==> config.mk <==
export PLATFORM = sky130hd
export DESIGN_NAME = hbus_cmd_standby
export DESIGN_NICKNAME = d
export VERILOG_FILES = /design/src/rtl/hbus_pkg.sv /design/src/rtl/hbus_cmd_seq.sv /design/src/rtl/hbus_standby.sv /design/src/rtl/hbus_poll_cap.sv /design/src/rtl/hbus_cmd_standby.sv
export SDC_FILE = /design/constraint.sdc
export NUM_CORES = 1
export LEC_CHECK = 0
export BUFFER_PORTS_ARGS = -buffer_cell sky130_fd_sc_hd__buf_4
export CELL_PAD_IN_SITES_DETAIL_PLACEMENT = 0
export CELL_PAD_IN_SITES_GLOBAL_PLACEMENT = 1
export CORE_MARGIN = 1.5
export CORE_UTILIZATION = 35
export DETAILED_ROUTE_END_ITERATION = 6
export PLACE_DENSITY_LB_ADDON = 0.1
export SLEW_MARGIN = 0
export SYNTH_ARGS = -nofsm -noshare
export SYNTH_HDL_FRONTEND = slang
export SYNTH_SLANG_ARGS = --single-unit
==> constraint.sdc <==
create_clock -name clk -period 3.14 [get_ports clk]
set_clock_uncertainty 0.15 [all_clocks]
set_input_delay 0.628 -clock clk [delete_from_list [all_inputs] [get_ports clk]]
set_output_delay 0.628 -clock clk [all_outputs]
set_load 0.005 [all_outputs]
==> src/rtl/hbus_pkg.sv <==
package hbus_pkg;
  typedef enum logic [1:0] {
    OP_SHUT = 2'd0,
    OP_POLL = 2'd1,
    OP_RST  = 2'd2,
    OP_NONE = 2'd3
  } op_e;

  typedef enum logic [1:0] {
    SB_AWAKE  = 2'd0,
    SB_SLEEP  = 2'd1,
    SB_SETTLE = 2'd2
  } sb_e;

  localparam logic [3:0] CMD_NOP   = 4'h0;
  localparam logic [3:0] CMD_POLL  = 4'h5;
  localparam logic [3:0] CMD_SHUT  = 4'hD;
  localparam logic [3:0] CMD_RESET = 4'hA;

  localparam int LEN_SHUT = 6;
  localparam int LEN_POLL = 7;
  localparam int LEN_RST  = 6;
  localparam int STEP_W   = $clog2(LEN_POLL + 1);

  function automatic logic [STEP_W-1:0] op_len(op_e op);
    case (op)
      OP_SHUT: op_len = STEP_W'(LEN_SHUT);
      OP_POLL: op_len = STEP_W'(LEN_POLL);
      OP_RST:  op_len = STEP_W'(LEN_RST);
      default: op_len = '0;
    endcase
  endfunction

  function automatic logic [STEP_W-1:0] op_cmd_steps(op_e op);
    case (op)
      OP_SHUT: op_cmd_steps = STEP_W'(4);
      OP_POLL, OP_RST: op_cmd_steps = STEP_W'(2);
      default: op_cmd_steps = '0;
    endcase
  endfunction

  function automatic logic [3:0] op_cmd(op_e op, logic second);
    case (op)
      OP_SHUT: op_cmd = second ? CMD_SHUT : CMD_NOP;
      OP_POLL: op_cmd = CMD_POLL;
      OP_RST:  op_cmd = CMD_RESET;
      default: op_cmd = CMD_NOP;
    endcase
  endfunction
endpackage

==> src/rtl/hbus_cmd_seq.sv <==
module hbus_cmd_seq
  import hbus_pkg::*;
#(
  parameter int OUT_W = 12
) (
  input  logic             clk,
  input  logic             rst_n,
  input  logic             start,
  input  logic [1:0]       sel,
  input  logic             accept_ok,
  input  logic [OUT_W-1:0] outreg,
  output logic             str_n,
  output logic [3:0]       nib,
  output logic             done,
  output logic [3:0]       done_cycles,
  output logic             pc_zero,
  output logic             enter_stby,
  output logic             latch_en
);
  logic [STEP_W-1:0] step_q;
  op_e               op_q;
  logic              busy, in_cmd;
  logic [STEP_W-1:0] len;

  assign busy   = (step_q != '0);
  assign len    = op_len(op_q);
  assign in_cmd = busy && (step_q <= op_cmd_steps(op_q));

  always_ff @(posedge clk) begin
    if (!rst_n) begin
      step_q <= '0;
      op_q   <= OP_NONE;
    end else if (!busy) begin
      if (start && accept_ok && (op_e'(sel) != OP_NONE)) begin
        step_q <= STEP_W'(1);
        op_q   <= op_e'(sel);
      end
    end else if (step_q == len) begin
      step_q <= '0;
    end else begin
      step_q <= step_q + STEP_W'(1);
    end
  end

  always_comb begin
    nib         = in_cmd ? op_cmd(op_q, step_q > STEP_W'(2)) : CMD_NOP;
    str_n       = !(in_cmd && !step_q[0]);
    done        = busy && (step_q == len);
    done_cycles = done ? 4'(len) : 4'd0;
    enter_stby  = done && (op_q == OP_SHUT);
    pc_zero     = enter_stby && (outreg == '0);
    latch_en    = !str_n && (op_q == OP_POLL);
  end
endmodule

==> src/rtl/hbus_standby.sv <==
module hbus_standby
  import hbus_pkg::*;
#(
  parameter int N_IN       = 8,
  parameter int SETTLE_CYC = 8
) (
  input  logic            clk,
  input  logic            rst_n,
  input  logic            enter,
  input  logic [N_IN-1:0] in_lines,
  input  logic            ncd_n,
  output logic            clk_run,
  output logic            asleep
);
  localparam int CNT_W = (SETTLE_CYC > 1) ? $clog2(SETTLE_CYC) : 1;

  sb_e             st_q;
  logic [N_IN-1:0] prev_q;
  logic            ncd_seen_q;
  logic [CNT_W-1:0] cnt_q;
  logic            line_rise, ncd_wake;

  assign line_rise = |(in_lines & ~prev_q);
  assign ncd_wake  = ncd_seen_q && ncd_n;

  always_ff @(posedge clk) begin
    if (!rst_n) begin
      st_q       <= SB_AWAKE;
      prev_q     <= '0;
      ncd_seen_q <= 1'b0;
      cnt_q      <= '0;
    end else begin
      prev_q <= in_lines;
      case (st_q)
        SB_AWAKE: begin
          ncd_seen_q <= 1'b0;
          if (enter) st_q <= SB_SLEEP;
        end
        SB_SLEEP: begin
          if (line_rise || ncd_wake) begin
            st_q       <= SB_SETTLE;
            cnt_q      <= '0;
            ncd_seen_q <= 1'b0;
          end else if (!ncd_n) begin
            ncd_seen_q <= 1'b1;
          end
        end
        SB_SETTLE: begin
          if (cnt_q == CNT_W'(SETTLE_CYC - 1)) st_q <= SB_AWAKE;
          else cnt_q <= cnt_q + CNT_W'(1);
        end
        default: st_q <= SB_AWAKE;
      endcase
    end
  end

  assign clk_run = (st_q == SB_AWAKE);
  assign asleep  = (st_q == SB_SLEEP);
endmodule

==> src/rtl/hbus_poll_cap.sv <==
module hbus_poll_cap (
  input  logic       clk,
  input  logic       rst_n,
  input  logic       latch_en,
  input  logic [3:0] bus_din,
  output logic [3:0] poll_nib,
  output logic       sr_flag
);
  always_ff @(posedge clk) begin
    if (!rst_n) begin
      poll_nib <= 4'd0;
      sr_flag  <= 1'b0;
    end else if (latch_en) begin
      poll_nib <= bus_din;
      sr_flag  <= |bus_din;
    end
  end
endmodule

==> src/rtl/hbus_cmd_standby.sv <==
module hbus_cmd_standby
  import hbus_pkg::*;
#(
  parameter int OUT_W      = 12,
  parameter int N_IN       = 8,
  parameter int SETTLE_CYC = 8
) (
  input  logic             clk,
  input  logic             rst_n,
  input  logic             op_start,
  input  logic [1:0]       op_sel,
  input  logic [OUT_W-1:0] outreg,
  input  logic [N_IN-1:0]  in_lines,
  input  logic             ncd_n,
  input  logic [3:0]       bus_din,
  output logic             cmd_str_n,
  output logic [3:0]       cmd_nib,
  output logic             clk_run,
  output logic             pc_zero,
  output logic [3:0]       poll_nib,
  output logic             sr_flag,
  output logic             done,
  output logic [3:0]       done_cycles
);
  logic seq_str_n, enter_stby, latch_en, asleep;

  hbus_cmd_seq #(.OUT_W(OUT_W)) u_seq (
    .clk(clk), .rst_n(rst_n), .start(op_start), .sel(op_sel),
    .accept_ok(clk_run), .outreg(outreg), .str_n(seq_str_n),
    .nib(cmd_nib), .done(done), .done_cycles(done_cycles),
    .pc_zero(pc_zero), .enter_stby(enter_stby), .latch_en(latch_en)
  );

  hbus_standby #(.N_IN(N_IN), .SETTLE_CYC(SETTLE_CYC)) u_sb (
    .clk(clk), .rst_n(rst_n), .enter(enter_stby), .in_lines(in_lines),
    .ncd_n(ncd_n), .clk_run(clk_run), .asleep(asleep)
  );

  hbus_poll_cap u_poll (
    .clk(clk), .rst_n(rst_n), .latch_en(latch_en), .bus_din(bus_din),
    .poll_nib(poll_nib), .sr_flag(sr_flag)
  );

  // Strobe is parked active while the clock is stopped.
  assign cmd_str_n = asleep ? 1'b0 : seq_str_n;
endmodule

==> results.txt, run 1 <==
- Launching point of the worst reg2reg path: u_seq.op_q[0]$_SDFFE_PN1P_
- Summing all non-filler instances in the final layout gives an area of ~1700 um^2.
- Placed wire-length estimate after detailed placement: between 2000 and 2500 um
- Synthesis handed over a netlist of 152 instances.
- Largest area contributor in the netlist: dfxtp_1
- At the end of routability-driven placement, the weighted congestion stood at 0.842.
- The path class of the tightest hold or removal check is reg -> reg.
* Post-route fraction of the period consumed by the critical path: between 90 and 100%
- R2r worst-path depth: 9
- The worst setup path is launched from a register.
- TritonCTS built the clock tree.
- Area enclosed by the die boundary: around 4200 um^2
- Top-area cell type share of the netlist area: between 30% and 40%
- Among all flip-flop cells after synthesis, the most frequent one is dfxtp_1.
- The number of antenna diodes in the final layout is 0.
- Fraction of registers with async set or reset after synthesis: 0%
* H-tree lvl count: 1
- Count of pins on the block boundary: 47
- When the netlist entered floorplanning its net count stood at a little under 200.
* Netlist cell types: 40
- In this run the worst path has a maximum fanout of 6.
* Cell at the root of the clock tree: clkbuf_8
- Starting Density: 36.3%
- The final count of pins violating max slew came to 0.
- The core region is between 3000 and 4000 um^2.
- Buffers placed on the I/O ports in this run total 45.
- Counting instances, the worst hold path has a depth of 2.
- Number of register bits inferred by synthesis: 24
- Commonest non-fill, non-tap cells in the layout: buf_4, dfxtp_1, nor2_1
* Clock-pin slew of the registers on the worst-case setup and hold paths: about 80 ps
- Hold repair after CTS inserted 0 buffers.
* Floorplan die height: about 65 um
- In this run the number of cells on the critical path is 7.
- Number of iterations in the first detailed-routing pass: 4
- The via count of the first global-routing pass is approximately 1,200.
- After synthesis, flip-flops and latches occupy between 30% and 40% of the total area.
- Worst-path cell with the longest stage delay: or4b_4
- The startpoint identified for the worst hold timing path is u_sb.cnt_q[2]$_SDFFE_PN0P_.
- Fill cells in the final layout number between 300 and 400.
- Following the worst setup path forward leads to its endpoint at pc_zero.
- Count of buffer and inverter cells on the critical path: 2
- The number of clock buffers added by TritonCTS is 3.
* Post-route minimum period: just under 3000 ps
- Leaving out fill and tap cells, the most frequent cell in the layout is buf_4.
- Area taken by multi-input logic gates: around 760 um^2
- Sequential cell area: between 400 and 500 um^2
* Nature of the critical path endpoint: output pin
- Final count of negative-setup-slack endpoints: 0
- Global-route wire length before repair: 5090 um
- Ys Warns: 0
* Top cells by area, synth: dfxtp_1, ha_1, nor2_1, mux2i_1, nand2b_1
- Summed over all cells, the static leakage comes to around 0.84 nW.
- Worst path cell trace: inv_1 > ha_1 > or4b_4 > a21boi_4 > nand2_2 > nor2_1 > buf_4
- Worst-skew pair later-pin latency: 260 ps
* Buffers inserted by post-CTS timing repair: 0
* Max Root-Sink Buffers: 2
* Data required time of the critical path: roughly 2400 ps
* Critical path startpoint: u_seq.step_q[0]$_SDFFE_PN0P_
- The initial antenna violation count came to 0.
- After detailed routing, the average wire length per cell comes to about 12 um.
- Endpoint of the lowest-slack register-to-register path: u_poll.poll_nib[0]$_SDFFE_PN0P_
* Kind of critical path: reg -> out
- From synthesis to final layout, the design area changed by 30.5%.
- The detailed router placed 1,167 vias in this run.
- Dividing the detail-routed via count by the number of cells gives 4.82.
- Count of endpoints failing hold in the final timing report: 0
- Resized Gates After CTS: 0
- Broken down by cell family, the worst path's largest delay share belongs to simple AND/OR/NAND/NOR gates.
- Setup repair after global routing left no endpoint under its margin.
* Grt total ovfl: 0
- The floorplan step set the die width to around 65 um.
* Longest individual stage delay on the worst path: between 500 and 600 ps
- Summing every instance area after synthesis gives between 1000 and 1500 um^2.
- Placement Rows: 22
- Post-detailed-route DRC marker count: 0
- Total number of clock tree sinks: 24
- The run finished with clean final reports.
- Share of post-route cells with drive strength above 1: between 20% and 30%
* Total Routing Usage GR: 15.5%
* Fmax: approximately 0.34 GHz
- Number of violations reported at the end of detailed-routing iteration 0: 36
- The tool flagged a number of max-cap violations equal to 0.
- Maximum number of pins on one net before global-route repair: 19
- The count of nets left with antenna violations once routing finished came out at 0.
- Summed over all layers, the routed wires come to between 2000 and 3000 um.
- Register-to-Register Setup Slack: ~760 ps
- For the worst setup path, the data arrival time is approximately 2200 ps.
- IR analysis of the VDD net gives a maximum drop of 0.000210 V.
* Mean instance size in the synthesized netlist: about 8.7 um^2
- For this design the ratio of total power to cell area is around 460 nW/um^2.
* Number of nets at the end of the flow: 240
- For the final routed database, the setup TNS stands at 0 ps.
- In this run the cell area measured after placement is 1690 um^2.
* Number of enable flip-flop cells after synthesis: 0
[final cells by class]
| class | count | share of cell area (%) |
|---|---|---|
| multi-input cells | 109 | 44.1 |
| flip-flops and latches | 24 | 27.7 |
| repair buffers | 45 | 19.5 |
| well taps | 48 | 3.47 |
| inverters | 13 | 2.82 |
| clock buffers | 3 | 2.38 |
[worst min path at each step]
stage and endpoint:
6_report u_sb.cnt_q[2]$_SDFFE_PN0P_, 5_1_grt u_sb.cnt_q[2]$_SDFFE_PN0P_, 4_1_cts u_sb.cnt_q[2]$_SDFFE_PN0P_, 3_5_place_dp u_sb.cnt_q[2]$_SDFFE_PN0P_, 3_3_place_gp u_sb.cnt_q[1]$_SDFFE_PN0P_, 2_1_floorplan u_sb.cnt_q[1]$_SDFFE_PN0P_
[flip-flops by register name (all words and copies together) (netlist names)]
signal	cells
u_seq.step_q	3
u_sb.st_q	2
u_sb.prev_q	8
u_seq.op_q	2
u_poll.poll_nib	4
u_sb.ncd_seen_q	1
u_poll.sr_flag	1
u_sb.cnt_q	3
[cells in the mapped netlist, types with 2 or more instances]
cell type  number
nor2_1         17
o2111ai_1       2
ha_1           14
o21ai_0         2
and3_1          2
a21oi_1         3
o211ai_1        2
nor2b_1         2
nand3_1         2
nand2_1        13
and2_1          5
o22ai_1         5
nor3_1          2
clkbuf_1        3
buf_4           3
dfxtp_1        24
inv_1          13
mux2_2          2
nor4_1          3
nand2b_1        8
mux2i_1         6
[per-stage QoR]
stage          std cells  total power [mW]  hold WS [ps]  util, %  setup slack, ps
3_5_place_dp         239             0.633           325     46.2              486
4_1_cts              242             0.813           337     47.3              192
5_1_grt              242             0.862           352     47.3             21.2
3_3_place_gp         239             0.626           308     46.2              513
6_report             242             0.800           331     47.3              207
2_1_floorplan        152             0.532           300        -              607
[power breakdown]
| part | switching [mW] | internal, mW | total (mW) |
|---|---|---|---|
| Clock | 0.0891 | 0.0856 | 0.175 |
| Combinational | 0.136 | 0.143 | 0.279 |
| Sequential | 0.0211 | 0.325 | 0.346 |
[kinds of logic (layout without fill, tap and decap cells)]
kind of cell / Yosys count / in the layout / synth area share (%)
adder cells (fa/ha/maj): 14 / 14 / 13.2
XOR/XNOR: 2 / 2 / 1.32
flip-flops: 24 / 24 / 36.2
AO/OA/AOI/OAI: 23 / 23 / 13.0
buffers and inverters: 19 / 61 / 6.22
other: 1 / 1 / 0.282
AND/OR/NAND/NOR: 61 / 61 / 23.6
multiplexers: 8 / 8 / 6.22
[worst min-delay path, stage by stage, from the launching register on]
cell,delay [ps]
dfxtp_1,320
nand2_1,50
o22ai_1,60
[layer usage]
layer  GRT usage (%)  up-vias  part of all wire (%)
met2            27.0       37                    49
li1                -      599                     -
met4            2.39        0                     0
met1            19.2      531                    43
met3            4.86        0                   7.6
met5               0        -                     0
Note: power is estimated with default switching activity, not from simulation.
==> run 2: changes to the inputs <==
--- a/config.mk
+++ b/config.mk
@@ -5,12 +5,12 @@
 export SDC_FILE = /design/constraint.sdc
 export NUM_CORES = 1
 export LEC_CHECK = 0
-export BUFFER_PORTS_ARGS = -buffer_cell sky130_fd_sc_hd__buf_4
 export CELL_PAD_IN_SITES_DETAIL_PLACEMENT = 0
 export CELL_PAD_IN_SITES_GLOBAL_PLACEMENT = 1
 export CORE_MARGIN = 1.5
-export CORE_UTILIZATION = 35
+export CORE_UTILIZATION = 44
 export DETAILED_ROUTE_END_ITERATION = 6
+export DONT_BUFFER_PORTS = 1
 export PLACE_DENSITY_LB_ADDON = 0.1
 export SLEW_MARGIN = 0
 export SYNTH_ARGS = -nofsm -noshare
==> results.txt, run 2 (synthesized netlist as in run 1, its figures left out) <==
* Number of diodes: 0 (unchanged)
- RSZ-0062 raised after global routing: no
- Buffers inserted by post-CTS timing repair: 0 (unchanged)
- The cell area power density came to 562 nW/um^2 (+22%).
- Max Root-Sink Buffers: 2 (unchanged)
- Filler instances: 278 (-26%)
- The violation count after the first detailed-routing iteration is 39 (+8.3%).
- TritonCTS clock tree: done
- Via density per instance: 5.61 (+16%)
- H-tree lvl count: 1 (unchanged)
- The post-layout minimum cycle time was 2930 ps (-5.73 ps).
- Placed wire-length estimate after detailed placement: 2070 um (-10%)
- Aggregate negative setup slack: 0 ps (unchanged)
- The routing usage on met3 is 6.25% (+1.4 points).
- Largest registers ranked by flip-flop count: u_sb.prev_q (8), u_poll.poll_nib (4)
- Clock buffers created by TritonCTS: 3 (unchanged)
- Flip-flop count of the largest register, all copies and words added: 8 (unchanged)
* Worst-skew pair later-pin latency: 310 ps (+50 ps)
- The tree is rooted in a clkbuf_4.
* Number of iterations in the first detailed-routing pass: 7 (+3)
- Total chip power: 0.778 mW (-2.8%)
- The number of placement rows came to 19 (-14%).
* Util after Layout: 49.4% (+2.0 points)
* Critical Path Source Type: register
- Data required time of the critical path: 2360 ps (about the same)
- The count of maximum capacitance violations came to 0 (unchanged).
* Resized Gates After CTS: 0 (unchanged)
- The final setup violation count was 0 (unchanged).
* Count of pins on the block boundary: 47 (unchanged)
- The global-route wire length before repair is 4200 um (-18%).
* Die width: 57.9 um (-10%)
- The checks that failed: DRC.
- The library cell used most frequently in the layout, excluding fill and tap cells, is dfxtp_1.
* Post-route fraction of the period consumed by the critical path: 93.2% (-0.18 points)
* Starting Density: 47.3% (+11 points)
* Peak VDD IR: 0.000294 V (+40%)
* Number of slew-limit violations in the final report: 0 (unchanged)
- Antenna violations before repair: 0 (unchanged)
- Post-detailed-route DRC marker count: 2 (+2)
- The wire length per cell was 14.1 um (+19%).
* Highest net fanout along the worst path: 6 (unchanged)
- The final wirelength was 2550 um (-11%).
- Area Overhead vs Synth: 4.34%
- Floorplan die height: 57.9 um (-10%)
- Longest individual stage delay on the worst path: 500 ps (about the same)
- Global route hottest layer: met2
* Total number of clock tree sinks: 24 (unchanged)
- Commonest non-fill, non-tap cells in the layout: dfxtp_1, nor2_1, ha_1
- The final standard cell area without fillers is 1390 um^2 (-20%).
- The highest achievable clock rate came to 0.342 GHz (+0.20%).
- Run status: finished with violations
* Nature of the critical path endpoint: output pin
- The arrival time of data at the critical path endpoint was 2150 ps (about the same).
- The total overflow reported by the global router is 0 (unchanged).
- The cell family contributing the most delay on the critical path is simple AND/OR/NAND/NOR gates.
* Vias after detailed routing: 1,015 (-13%)
- Number of buffers added on ports: 0 (-100%)
- The clock transition at the registers of the reported paths came to 120 ps (+40 ps).
- Worst slew pin tran: slightly below 500 ps
- The global placement routability congestion came to 0.776 (-7.9%).
- Number of nets at the end of the flow: 195 (-19%)
- Share of post-route cells with drive strength above 1: 7.33% (-21 points)
* Number of global-route vias before repair: 963 (-19%)
* Worst-path cell with the longest stage delay: or4b_4
- Worst path cell trace: inv_1 > ha_1 > or4b_4 > a21boi_4 > nor2b_1
- The final number of hold-violating endpoints was 0 (unchanged).
- The critical path in this run is classified as reg -> out.
- The number of buffers and inverters on the critical path is 1 (-1).
- Maximum number of pins on one net before global-route repair: 19 (unchanged)
- Hold Buf Count CTS: 0 (unchanged)
- Total Routing Usage GR: 16.4% (+0.86 points)
- The met2 track utilization from global routing was 27.8% (+0.81 points).
- More flip-flops sit in one register than any other, and that register is u_sb.prev_q.
- Placed inst area: 1330 um^2 (-21%)
- The area of the core came to 2810 um^2 (-23%).
* Number of antenna-violating nets in the routed design: 0 (unchanged)
* Area enclosed by the die boundary: 3360 um^2 (-20%)
* Leakage power of the design: 0.625 nW (-26%)
- The min-delay analysis places its worst path in the category in -> reg.
- The global routing met1 resource utilization is 19.6% (+0.38 points).
- Headroom to the max-slew limit came out at roughly 67%.
## run 2: changes by cell type in the layout (fill, tap and decap cells not counted)
cell,delta
buf_4,-45
clkbuf_4,+3
bufinv_16,+1
clkbuf_8,-3
## run 2: path summary, 6_finish.rpt
kind / slack, ps / startpoint / depth (start not counted) / end
max: 210 / u_seq.step_q[0]$_SDFFE_PN0P_ / 5 / done_cycles[2]
min: 260 / rst_n / 1 / u_seq.op_q[1]$_SDFFE_PN1P_
max reg2reg: 710 / u_seq.op_q[0]$_SDFFE_PN1P_ / 9 / u_poll.poll_nib[2]$_SDFFE_PN0P_
min reg2reg: 340 / u_sb.cnt_q[1]$_SDFFE_PN0P_ / 2 / u_sb.cnt_q[1]$_SDFFE_PN0P_
## run 2: metrics by stage
stage               setup WS, ps  std cells  hold WS [ps]
global placement             598        177           310
finish                       213        181           262
CTS                          197        181           245
floorplan                    607        152           300
global route                69.0        181           234
detailed placement           574        177           321
## run 2: cell type report
class / instances / area (um^2) / area share [%]
Multi-Input combinational cell: 109 / 764 / 55.2
Sequential cell: 24 / 480 / 34.7
Inverter: 13 / 48.8 / 3.52
Tap cell: 31 / 38.8 / 2.80
Clock inverter: 1 / 30.0 / 2.17
Clock buffer: 3 / 22.5 / 1.63
## run 2: where the power goes
group	internal (mW)	switching, mW
sequential	0.326	0.0211
combinational	0.0929	0.119
clock	0.129	0.0900
total	0.548	0.230
## run 2: layer usage
metal | vias to the layer above | wire length, um
li1 | 510 | -
met1 | 461 | 1110
met2 | 39 | 1210
met3 | 5 | 210
met4 | 0 | 26
met5 | - | 0
==> run 3: changes to the inputs <==
==> constraint.sdc (replaced) <==
create_clock -name clk -period 2.8 [get_ports clk]
set_clock_uncertainty 0.15 [all_clocks]
set_input_delay 0.56 -clock clk [delete_from_list [all_inputs] [get_ports clk]]
set_output_delay 0.56 -clock clk [all_outputs]
set_load 0.005 [all_outputs]
==> results.txt, run 3 (synthesized netlist as in run 1, its figures left out) <==
- Cell at the root of the clock tree: clkbuf_4
* Count of pins on the block boundary: 47 (unchanged)
- The count of buffers from port buffering was 0 (unchanged).
* Clock buffers created by TritonCTS: 3 (unchanged)
- The number of filler cells placed in the layout was 282 (+1.4%).
- Die width: 57.9 um (unchanged)
- Worst-skew pair later-pin latency: 310 ps (about the same)
* Post-detailed-route DRC marker count: 2 (unchanged)
- Area taken by multi-input logic gates: 781 um^2 (+2.1%)
* Nature of the critical path endpoint: output pin
- Overall routed net length: 2570 um (+0.51%)
- The count of H-tree levels built during CTS is 1 (unchanged).
- Total Routing Usage GR: 16.5% (+0.14 points)
* Placed wire-length estimate after detailed placement: 2070 um (unchanged)
- The critical path in this run is classified as reg -> out.
- The largest fanout on the critical path came to 5 (-1).
- Avg WL per Cell: 14.0 um (-0.59%)
- Via density per instance: 5.52 (-1.5%)
- The run finished, with violations left.
- Critical Path Source Type: register
- Post-route minimum period: ~2700 ps
- Grt total ovfl: 0 (unchanged)
* Peak VDD IR: 0.000331 V (+12%)
- Sequential cell area: 488 um^2 (+1.6%)
* Weighted congestion reported at the end of routability-driven placement: 0.776 (unchanged)
- Clock-pin slew of the registers on the worst-case setup and hold paths: 120 ps (about the same)
* Worst hold slack across all endpoints: 193 ps (-68.8 ps)
- The number of clock sinks is 24 (unchanged).
- Number of antenna-violating nets in the routed design: 0 (unchanged)
- Fmax: 0.372 GHz
- Number of nets at the end of the flow: 197 (+1.0%)
* Post-route fraction of the period consumed by the critical path: ~96%
* Placed inst area: 1330 um^2 (unchanged)
* Number of diodes: 0 (unchanged)
* Violations in the final reports: DRC
* Number of slew-limit violations in the final report: 0 (unchanged)
* Core area: 2810 um^2 (unchanged)
- Area enclosed by the die boundary: 3360 um^2 (unchanged)
* Most common cell after layout, fill and taps aside: dfxtp_1
- Count of placed standard cells in the final layout, fillers left out: 183 (+1.1%)
* Count of endpoints failing hold in the final timing report: 0 (unchanged)
* Global-route wire length before repair: 4240 um (+0.98%)
- Number of iterations in the first detailed-routing pass: 7 (unchanged)
* Largest registers ranked by flip-flop count: u_sb.prev_q (8), u_poll.poll_nib (4)
* Placement Rows: 19 (unchanged)
* Antenna violations before repair: 0 (unchanged)
- Maximum number of pins on one net before global-route repair: 19 (unchanged)
* Register-to-Register Setup Slack: 490 ps (-220 ps)
* Area Overhead vs Synth: 7.26%
- The final setup violation count is 0 (unchanged).
- The violation count after the first detailed-routing iteration was 40 (+2.6%).
- Util after Layout: 50.8% (+1.4 points)
* Flip-flop count of the largest register, all copies and words added: 8 (unchanged)
* Largest reg by FF count: u_sb.prev_q
* Data required time of the critical path: 2090 ps (-270 ps)
- The transition at the pin with the smallest max-transition slack came to 497 ps (unchanged).
* Vias after detailed routing: 1,011 (-0.39%)
* Commonest non-fill, non-tap cells in the layout: dfxtp_1, nor2_1, nand2_1, ha_1, inv_1
* Starting Density: 47.3% (unchanged)
* Hold Crit Class: in -> reg
- Number of global-route vias before repair: 979 (+1.7%)
* TritonCTS clock tree: done
* Max Root-Sink Buffers: 2 (unchanged)
- The vertical die dimension came to 57.9 um (unchanged).
- The fraction of final layout cells sized beyond drive strength 1 came to 13.8% (+6.5 points).
- The instance count after placement with tap cells included was 177 (unchanged).
- Maxcap violations: 0 (unchanged)
- The cell area power density came to 632 nW/um^2 (+12%).
- Post-route cell area: 1420 um^2 (+2.8%)
- Relative slew slack: 66.6% (unchanged)
- The arrival time of data at the critical path endpoint was 1980 ps (-170 ps).
- The standby leakage power came to 0.636 nW (+1.8%).
-- run 3: cell types whose count changed in the layout (fill, tap and decap cells not counted), sizes merged --
cell / delta
buf: +2
-- run 3: layout make-up --
cell class                      instances  area share (%)
Multi-Input combinational cell        109            54.8
Sequential cell                        24            34.3
Inverter                               13            3.43
Tap cell                               31            2.72
Clock inverter                          1            2.11
Clock buffer                            3            1.58
Timing Repair Buffer                    2            1.05
-- run 3: timing repair --
item | CTS | global route
hold buffers | 0 | 0
pin swaps | 0 | 2
cloned | 0 | 0
buffers inserted | 0 | 2
endpoints found under the setup margin | 5 | 7
gates resized for setup | 4 | 6
-- run 3: worst paths after layout --
path	start	end	cells past startpoint
worst max-delay path	u_seq.step_q[0]$_SDFFE_PN0P_	pc_zero	6
worst min-delay path	rst_n	u_seq.op_q[1]$_SDFFE_PN1P_	1
worst max register to register	u_seq.op_q[1]$_SDFFE_PN1P_	u_poll.poll_nib[2]$_SDFFE_PN0P_	9
worst min register to register	u_sb.cnt_q[1]$_SDFFE_PN0P_	u_sb.cnt_q[1]$_SDFFE_PN0P_	2
-- run 3: through the flow --
| step | TNS, ps | worst slack, ps | total power [mW] |
|---|---|---|---|
| 6_report | 0 | 115 | 0.900 |
| 5_1_grt | -3.59 | -3.59 | 0.963 |
| 4_1_cts | 0 | 3.56 | 0.895 |
| 3_5_place_dp | 0 | 302 | 0.634 |
| 3_3_place_gp | 0 | 326 | 0.629 |
| 2_1_floorplan | 0 | 335 | 0.597 |
-- run 3: routing by layer --
| layer | up-vias | share of wire (%) | global-route usage, % |
|---|---|---|---|
| li1 | 516 | - | - |
| met1 | 453 | 43 | 19.4 |
| met2 | 37 | 48 | 28.4 |
| met3 | 5 | 7.9 | 6.25 |
| met4 | 0 | 1.0 | 3.99 |
| met5 | - | 0 | 0 |
-- run 3: worst max-delay path, cell delays in order, from the launching register on --
cell and delay [ps]:
dfxtp_4 390, inv_1 80, ha_1 230, or4b_4 500, a21boi_4 220, nand2_2 120, nor2_2 130
-- run 3: power by group --
part / total, mW / internal, mW / leakage [nW] / switching, mW
logic: 0.264 / 0.119 / 0.410 / 0.145
registers: 0.390 / 0.369 / 0.198 / 0.0208
clock network: 0.246 / 0.145 / 0.0279 / 0.101
total: 0.900 / 0.633 / 0.636 / 0.267
